==> src/rtl/bcr_pkg.sv <==
package bcr_pkg;

    localparam int DATA_W      = 32;
    localparam int NREG        = 28;
    localparam int IDX_GEN     = 1;
    localparam int IDX_EN_SET  = 12;
    localparam int IDX_EN_CLR  = 13;
    localparam int IDX_EN      = 14;
    localparam int IDX_STAT    = 15;
    localparam int GEN_RST_BIT = 2;

    typedef logic [DATA_W-1:0] word_t;

    typedef enum logic [1:0] {
        KIND_RW,
        KIND_ENABLE,
        KIND_STATUS
    } reg_kind_e;

    function automatic reg_kind_e kind_of(input int i);
        if (i == IDX_EN)   return KIND_ENABLE;
        if (i == IDX_STAT) return KIND_STATUS;
        return KIND_RW;
    endfunction

    function automatic word_t reset_value(input int i);
        case (i)
            0:       return 32'h0000_0C40;
            1:       return 32'h0000_1384;
            2:       return 32'h2BFF_8010;
            3:       return 32'h255E_0091;
            4:       return 32'h0000_6140;
            7:       return 32'h0000_01FF;
            8:       return 32'h0000_01FF;
            26:      return 32'h0000_0008;
            27:      return 32'h1000_0000;
            default: return '0;
        endcase
    endfunction

endpackage

==> src/rtl/bcr_wr_decode.sv <==
module bcr_wr_decode
    import bcr_pkg::*;
#(
    parameter int ADDR_W = 8
) (
    input  logic              wr_en,
    input  logic [ADDR_W-1:0] addr,
    output logic [NREG-1:0]   we,
    output logic              set_hit,
    output logic              clr_hit,
    output logic              gen_hit
);
    localparam int IDX_W = ADDR_W - 2;

    logic [IDX_W-1:0] idx;
    assign idx = addr[ADDR_W-1:2];

    for (genvar i = 0; i < NREG; i++) begin : g_we
        if (kind_of(i) == KIND_RW) begin : g_rw
            assign we[i] = wr_en && (idx == IDX_W'(i));
        end else begin : g_ro
            assign we[i] = 1'b0;
        end
    end

    assign set_hit = wr_en && (idx == IDX_W'(IDX_EN_SET));
    assign clr_hit = wr_en && (idx == IDX_W'(IDX_EN_CLR));
    assign gen_hit = wr_en && (idx == IDX_W'(IDX_GEN));

endmodule

==> src/rtl/bcr_bank.sv <==
module bcr_bank
    import bcr_pkg::*;
(
    input  logic                        clk,
    input  logic                        rst,
    input  logic [NREG-1:0]             we,
    input  logic                        set_hit,
    input  logic                        clr_hit,
    input  word_t                       wdata,
    output logic [NREG-1:0][DATA_W-1:0] q
);

    for (genvar i = 0; i < NREG; i++) begin : g_reg
        if (kind_of(i) == KIND_RW) begin : g_rw
            word_t r;
            always_ff @(posedge clk) begin
                if (rst)        r <= reset_value(i);
                else if (we[i]) r <= wdata;
            end
            assign q[i] = r;

            p_store_r2: assert property (@(posedge clk) disable iff (rst)
                we[i] |=> (r == $past(wdata)));
        end else if (kind_of(i) == KIND_ENABLE) begin : g_en
            word_t r;
            always_ff @(posedge clk) begin
                if (rst)          r <= reset_value(i);
                else if (set_hit) r <= r | wdata;
                else if (clr_hit) r <= r & ~wdata;
            end
            assign q[i] = r;

            p_set_or_r4: assert property (@(posedge clk) disable iff (rst)
                set_hit |=> ((r & $past(wdata)) == $past(wdata)));
            p_clr_and_r5: assert property (@(posedge clk) disable iff (rst)
                clr_hit |=> ((r & $past(wdata)) == '0));
            p_en_hold_r6: assert property (@(posedge clk) disable iff (rst)
                (!set_hit && !clr_hit) |=> $stable(r));
        end else begin : g_stat
            assign q[i] = reset_value(i);
        end
    end

endmodule

==> src/rtl/bcr_rst_pulse.sv <==
module bcr_rst_pulse #(
    parameter int BIT_SEL = 2
) (
    input  logic clk,
    input  logic rst,
    input  logic gen_hit,
    input  logic new_bit,
    input  logic cur_bit,
    output logic req
);
    always_ff @(posedge clk) begin
        if (rst) req <= 1'b0;
        else     req <= gen_hit && new_bit && !cur_bit;
    end

    p_req_single_r7: assert property (@(posedge clk) disable iff (rst)
        req |=> !req);
    p_req_cause_r7: assert property (@(posedge clk) disable iff (rst)
        req |-> ($past(gen_hit) && $past(new_bit)));
    p_no_repeat_r8: assert property (@(posedge clk) disable iff (rst)
        (gen_hit && cur_bit) |=> !req);

endmodule

==> src/rtl/bcr_rd_port.sv <==
module bcr_rd_port
    import bcr_pkg::*;
#(
    parameter int ADDR_W = 8
) (
    input  logic                        clk,
    input  logic                        rst,
    input  logic                        rd_en,
    input  logic [ADDR_W-1:0]           addr,
    input  logic [NREG-1:0][DATA_W-1:0] q,
    output word_t                       rdata,
    output logic                        rvalid
);
    localparam int IDX_W = ADDR_W - 2;

    logic [IDX_W-1:0] idx;
    logic             in_range;
    word_t            sel;

    assign idx      = addr[ADDR_W-1:2];
    assign in_range = (int'(idx) < NREG);

    always_comb begin
        sel = '0;
        for (int i = 0; i < NREG; i++) begin
            if (idx == IDX_W'(i)) sel = q[i];
        end
    end

    always_ff @(posedge clk) begin
        if (rst) begin
            rdata  <= '0;
            rvalid <= 1'b0;
        end else begin
            rvalid <= rd_en;
            if (rd_en) rdata <= in_range ? sel : '0;
        end
    end

    p_rvalid_r3: assert property (@(posedge clk) disable iff (rst)
        rd_en |=> rvalid);
    p_rvalid_low_r3: assert property (@(posedge clk) disable iff (rst)
        !rd_en |=> !rvalid);
    p_oob_zero_r9: assert property (@(posedge clk) disable iff (rst)
        (rd_en && !in_range) |=> (rdata == '0));

endmodule

==> src/rtl/bcr_regfile.sv <==
module bcr_regfile
    import bcr_pkg::*;
#(
    parameter int ADDR_W = 8
) (
    input  logic              clk,
    input  logic              rst,
    input  logic              wr_en,
    input  logic              rd_en,
    input  logic [ADDR_W-1:0] addr,
    input  logic [31:0]       wdata,
    output logic [31:0]       rdata,
    output logic              rvalid,
    output logic              soft_rst_req
);
    logic [NREG-1:0]             we;
    logic                        set_hit;
    logic                        clr_hit;
    logic                        gen_hit;
    logic [NREG-1:0][DATA_W-1:0] q;

    bcr_wr_decode #(.ADDR_W(ADDR_W)) u_dec (
        .wr_en   (wr_en),
        .addr    (addr),
        .we      (we),
        .set_hit (set_hit),
        .clr_hit (clr_hit),
        .gen_hit (gen_hit)
    );

    bcr_bank u_bank (
        .clk     (clk),
        .rst     (rst),
        .we      (we),
        .set_hit (set_hit),
        .clr_hit (clr_hit),
        .wdata   (wdata),
        .q       (q)
    );

    bcr_rst_pulse #(.BIT_SEL(GEN_RST_BIT)) u_req (
        .clk     (clk),
        .rst     (rst),
        .gen_hit (gen_hit),
        .new_bit (wdata[GEN_RST_BIT]),
        .cur_bit (q[IDX_GEN][GEN_RST_BIT]),
        .req     (soft_rst_req)
    );

    bcr_rd_port #(.ADDR_W(ADDR_W)) u_rd (
        .clk    (clk),
        .rst    (rst),
        .rd_en  (rd_en),
        .addr   (addr),
        .q      (q),
        .rdata  (rdata),
        .rvalid (rvalid)
    );

    p_req_after_gen_r7: assert property (@(posedge clk) disable iff (rst)
        soft_rst_req |-> $past(gen_hit));

endmodule

==> config.mk <==
export PLATFORM = sky130hd
export DESIGN_NAME = bcr_regfile
export DESIGN_NICKNAME = d
export VERILOG_FILES = /design/src/rtl/bcr_pkg.sv /design/src/rtl/bcr_wr_decode.sv /design/src/rtl/bcr_bank.sv /design/src/rtl/bcr_rst_pulse.sv /design/src/rtl/bcr_rd_port.sv /design/src/rtl/bcr_regfile.sv
export SDC_FILE = /design/constraint.sdc
export NUM_CORES = 2
export LEC_CHECK = 0
export ABC_AREA = 1
export BUFFER_PORTS_ARGS = -buffer_cell sky130_fd_sc_hd__buf_2
export CAP_MARGIN = 20
export CORE_MARGIN = 8
export CORE_UTILIZATION = 45
export CTS_CLUSTER_DIAMETER = 100
export DETAILED_ROUTE_END_ITERATION = 10
export PLACE_DENSITY_LB_ADDON = 0.05
export SLEW_MARGIN = 5
export SYNTH_ARGS = -nofsm -noshare
export SYNTH_HDL_FRONTEND = slang
export SYNTH_SLANG_ARGS = --single-unit
==> constraint.sdc <==
create_clock -name clk -period 3.46 [get_ports clk]
set_clock_uncertainty 0.1 [all_clocks]
set_input_delay 1.038 -clock clk [delete_from_list [all_inputs] [get_ports clk]]
set_output_delay 1.038 -clock clk [all_outputs]
set_load 0.02 [all_outputs]
**After elaboration in Yosys (flattened, before gate mapping)**

Index checks and enable logic that the tools add are counted.

- Bits in registers: 898
- Bits of input ports: 44
- Word-level logic and storage cells: 123

- Magnitude comparators: 1
- Equality and inequality tests: 27
- Multiplexer cells: 31
- Bitwise gates (word level): 3
- Reductions and logical operators: 31

Operators with widths:

| cell | count |
|---|---|
| 32-bit two-way mux | 31 |
| 6-bit by 5-bit equality test with 1-bit output (second input constant) | 12 |
| 6-bit by 4-bit equality test with 1-bit output (second input constant) | 8 |
| 32-bit AND | 1 |
| 32-bit NOT | 1 |
| 32-bit bitwise OR | 1 |
| 1-bit logical AND | 28 |
| 6-bit by 3-bit equality test with 1-bit output (second input constant) | 4 |
| 6-bit by 2-bit equality test with 1-bit output (second input constant) | 2 |
| 6-bit by 1-bit equality test with 1-bit output (second input constant) | 1 |
| 6-bit logical NOT | 1 |
| 6-bit by 5-bit less-than comparator with 1-bit output (second input constant) | 1 |
| 2-bit nonzero test | 1 |
| 1-bit logical NOT | 1 |

**Logic depth before layout (Yosys ltp)**

- Depth in word-level cells: 30
- Mapped depth: 24
- Mapped depth without buffers: 23

**Cells and area by module**

Synthesis repeated with hierarchy kept, for this count alone.

- Cell total of the unflattened synthesis: 5823
- Area, all modules: 39446.6 um^2

Modules (own cells, without submodules):

| module | times used | cells an instance | area each (um^2) | seq. area each (um^2) |
|---|---|---|---|---|
| bcr_bank | 1 | 3902 | 30412.9 | 17296.6 |
| bcr_rd_port | 1 | 1850 | 8684.6 | 660.6 |
| bcr_wr_decode | 1 | 65 | 307.8 | 0.0 |
| bcr_rst_pulse | 1 | 6 | 41.3 | 20.0 |

**Least setup slack after synthesis**

Ideal clock, no wire load.

- Kind: input-to-reg
- Start: input port addr[6]
- End: register u_rd.rdata[8]
- Library setup time: 0.132 ns
- Arrival: 2.699 ns
- Path slack: 0.529 ns
- Cell stages on the path: 20
- Cell sequence: nor2_2 nand2_2 nor2_1 buf_4 buf_4 nand2_1 o21ai_1 nand3_1 nand2_1 nand3_1 nand2_1 nand4_1 nand2_1 nand4_1 nor2_1 nand4_1 nor2_1 nand4_1 nand2_1 a21oi_1

- Longest elaborated chain between the ends: 30

RTL lines:

| element | RTL line | source |
|---|---|---|
| start, declared | bcr_regfile.sv:10 | `input logic [ADDR_W-1:0] addr,` |
| 6-bit logical NOT | bcr_rd_port.sv:26 | `if (idx == IDX_W'(i)) sel = q[i];` |
| 32-bit two-way mux (28 in series) | bcr_rd_port.sv:26 |  |
| 32-bit two-way mux * | bcr_rd_port.sv:36 | `if (rd_en) rdata <= in_range ? sel : '0;` |
| end signal, assigned | bcr_rd_port.sv:36 |  |
| end, declared | bcr_rd_port.sv:11 | `output word_t rdata,` |

Mark *: on every way between the ends. The rest lies on a longest branch, timed or not.
A chain may end at the register's enable or synchronous reset.

**Worst setup path in the final report**

- Start: input port addr[2]
- End: register u_rd.rdata[24]

The elaborated chain is that of the path after synthesis.

==> flow_metrics.tcl <==
set metrics [dict create \
    wl_um 119500 \
    htreeDepth 3 \
    gp_congestion 0.8440 \
    grt_first_pass_wirelength_um 184200 \
    clkTransAtPathRegs_ns 0.06 \
    critPathMaxFanout 23 \
    max_slew_margin_pct 45.79 \
    synth_top_area_share_pct 48.79 \
    synthCells 5098 \
    post_drt_via_cell_ratio 5.390 \
    dp.cells 6040 \
    overflow 0 \
    stdcell_count 6223 \
    arrival_ns 3.65 \
    synth.avg_cell_area_sq_um 7.228 \
    die_h_um 302.2 \
    r2r_start "u_bank.g_reg[2].g_rw.r[31]" \
    rsz0062_at_grt "yes" \
    grtUsageTotal_pct 25.59 \
    cts_sinks 898 \
    p_leak_nw 16.54 \
    final_common_cell "nand2_1" \
    syn_to_final_growth_pct 16.31 \
    cts_tree "built" \
    crit_type "primary input to register" \
    layout_common_cells "nand2_1, a21oi_1, dfxtp_1" \
    p_per_area_nw_per_um2 518.6 \
    crit_family "simple AND/OR/NAND/NOR gates" \
    grt_max_degree 130 \
    die_area_sq_um 91290 \
    crit_start "addr[2]" \
    yosysUniqueCellTypes 28 \
    clk_latency_ns 0.66 \
    nets 5116 \
    p_comb_share_pct 4.7 \
    num-fill-cells 8039 \
    cts_buffer_depth 3 \
    status "completed" \
    start_util_pct 45.16 \
    netlist_area_sq_um 36850 \
    ff_latch_area_sq_um 17980 \
    min_from "u_bank.g_reg[11].g_rw.r[4]" \
    grtUsageMet3_pct 3.126 \
    die_width_um 302.2 \
    yosys-top-cells-area "dfxtp_1, a21oi_1, nand2_1" \
    wl_per_cell_um 19.20 \
    final.period_utilization_pct 93.65 \
    io_pins 78 \
    dr.pass1.iters 5 \
    slew_violations 0 \
    antenna_found_initial 5 \
    synth_seq_area_share_pct 48.79 \
    crit_chain "buf_2, buf_4, inv_2, buf_4, nor2_2, nand2_1, nor2_2, buf_12, a21oi_1, nand4_1, nand2_1, nand4_1, nor2_1, nand4_1, nand2_1, nand4_1, nor2_1, nand4_1, nor2_1, nand4_1, nand2_1, a21oi_1" \
    multi_input_area_sq_um 16070 \
    fmax_mhz 308.6 \
    post-cts-setup-buffers 0 \
    power.share.switching_pct 23.32 \
    vdd_drop_max_v 0.0004082 \
    grtUsageMet1_pct 36.02 \
    portBuffers 75 \
    yosysTopAreaCell "dfxtp_1" \
    hold_ws_ns 0.3446 \
    critPathLaunchType "primary input" \
    synth_warnings 0 \
    syn_nets 5142 \
    synth_seq_cells 898 \
    p_clk_share_pct 48.3 \
    numCtsBuffers 100 \
    min_path_type "register to register" \
    cpPeakStageDelay_ns 0.19 \
    power_mw 22.23 \
    via_count 33540 \
    required_ns 3.87 \
    p_int_mw 17.04 \
    drc 0 \
    cts-root-buf "clkbuf_16" \
    crit_top_cell "nand4_1" \
    cap_violations 0 \
    num_rows 105 \
    grt_use_met2_pct 40.91 \
    gr-max-usage-layer "met2" \
    path_buf_inv 5 \
    drtAntennaViolNets 0 \
    grt_pass1_vias 30832 \
    setup_viol 0 \
    seq_power_share_pct 47.0 \
    worst_pin_slew_ns 0.8123 \
    p_sw_mw 5.183 \
    dp_hpwl_um 78550 \
    coreArea_sq_um 81580 \
    critPathSlowestCell "nor2_1" \
    cp-end-kind "register" \
    drt_iter0_markers 2919 \
    fin_crit_ns 3.240 \
    finalHoldViolCount 0 \
    layout-drive-gt1-share_pct 10.77 \
]
-- timing repair --
action                                  4_1_cts  5_1_grt
hold buffers                                  0        0
gates resized for setup                       0        3
hold endpoints to repair                      0        0
endpoints found under the setup margin        0        8
-- routing by layer --
| layer | vias to the layer above | share of wire [%] |
|---|---|---|
| met5 | - | 0.021 |
| met4 | 4 | 2.7 |
| met3 | 186 | 5.1 |
| met2 | 806 | 45 |
| met1 | 15637 | 47 |
| li1 | 16907 | - |
-- power groups by stage --
stage                     Clock [mW]  Combinational (mW)  Sequential (mW)
after detailed placement           0                1.04             10.7
after global routing            11.3                1.13             10.4
after CTS                       10.9                1.05             10.4
after global placement             0                1.04             10.7
final                           10.7                1.04             10.4
after floorplan                    0               0.561             10.7
-- kinds of logic (layout without fill, tap and decap cells) --
group | after synthesis | count (layout) | synth area share [%]
other | 0 | 2 | 0
buffers and inverters | 772 | 825 | 8.048
AO/OA/AOI/OAI | 1669 | 1669 | 22.99
flip-flops | 898 | 898 | 48.79
AND/OR/NAND/NOR | 1759 | 1759 | 20.17
-- per-stage QoR --
| step | area, sq um | setup slack [ns] | util, % | TNS (ns) |
|---|---|---|---|---|
| floorplan | 36850 | 0.5290 | - | 0 |
| global placement | 39500 | -0.6880 | 48.42 | -15.96 |
| detailed placement | 39530 | -0.6062 | 48.45 | -13.62 |
| CTS | 42840 | 0.08978 | 52.51 | 0 |
| global route | 42850 | -0.01441 | 52.53 | -0.01441 |
| finish | 42860 | 0.2197 | 52.53 | 0 |
-- sequential cells by signal, indices dropped and copies added, names as in the netlist, named ones only --
| name | flops |
|---|---|
| u_rd.rvalid | 1 |
| u_req.req | 1 |
| u_bank.g.g_rw.r | 832 |
| u_rd.rdata | 32 |
-- path summary, 6_finish.rpt --
kind                                end  slack, ns  cells after the start
max                      u_rd.rdata[24]       0.22                     22
min          u_bank.g_reg[11].g_rw.r[4]       0.34                      2
max reg2reg              u_rd.rdata[31]       1.09                     15
min reg2reg  u_bank.g_reg[11].g_rw.r[4]       0.34                      2
-- cell type report --
cell class | instances | share of cell area (%)
clock buffer | 149 | 6.832
timing repair buffer | 304 | 6.691
inverter | 340 | 2.995
clock inverter | 32 | 0.8934
sequential | 898 | 41.95
multi-input combinational | 3428 | 37.51
tap | 1070 | 3.124
antenna | 2 | 0.01168
-- tightest hold or removal path: cells and delay by family, from the launching register on --
family / cells / cell delay [ns]
flops: 1 / 0.30
buf+inv: 1 / 0.05
compound gates: 1 / 0.05
-- synthesized netlist by cell type --
cell type  number
nand2_1      1131
a21oi_1       941
dfxtp_1       898
o21ai_0       680
clkbuf_1      387
inv_1         291
nor2_1        220
nand3_1       164
nand4_1       160
o211ai_1       43
clkinv_1       34
or2_2          32
buf_2          24
inv_2          15
or2_0          14
or2_1          13
buf_1          12
nor2_2         10
buf_4           8
nand2_2         5
nor3_1          4
o21bai_1        4
nor2_4          3
buf_6           1
nand3b_1        1
nor3_2          1
nor4_1          1
o21ai_1         1
Power figures use the tool's default switching activity.
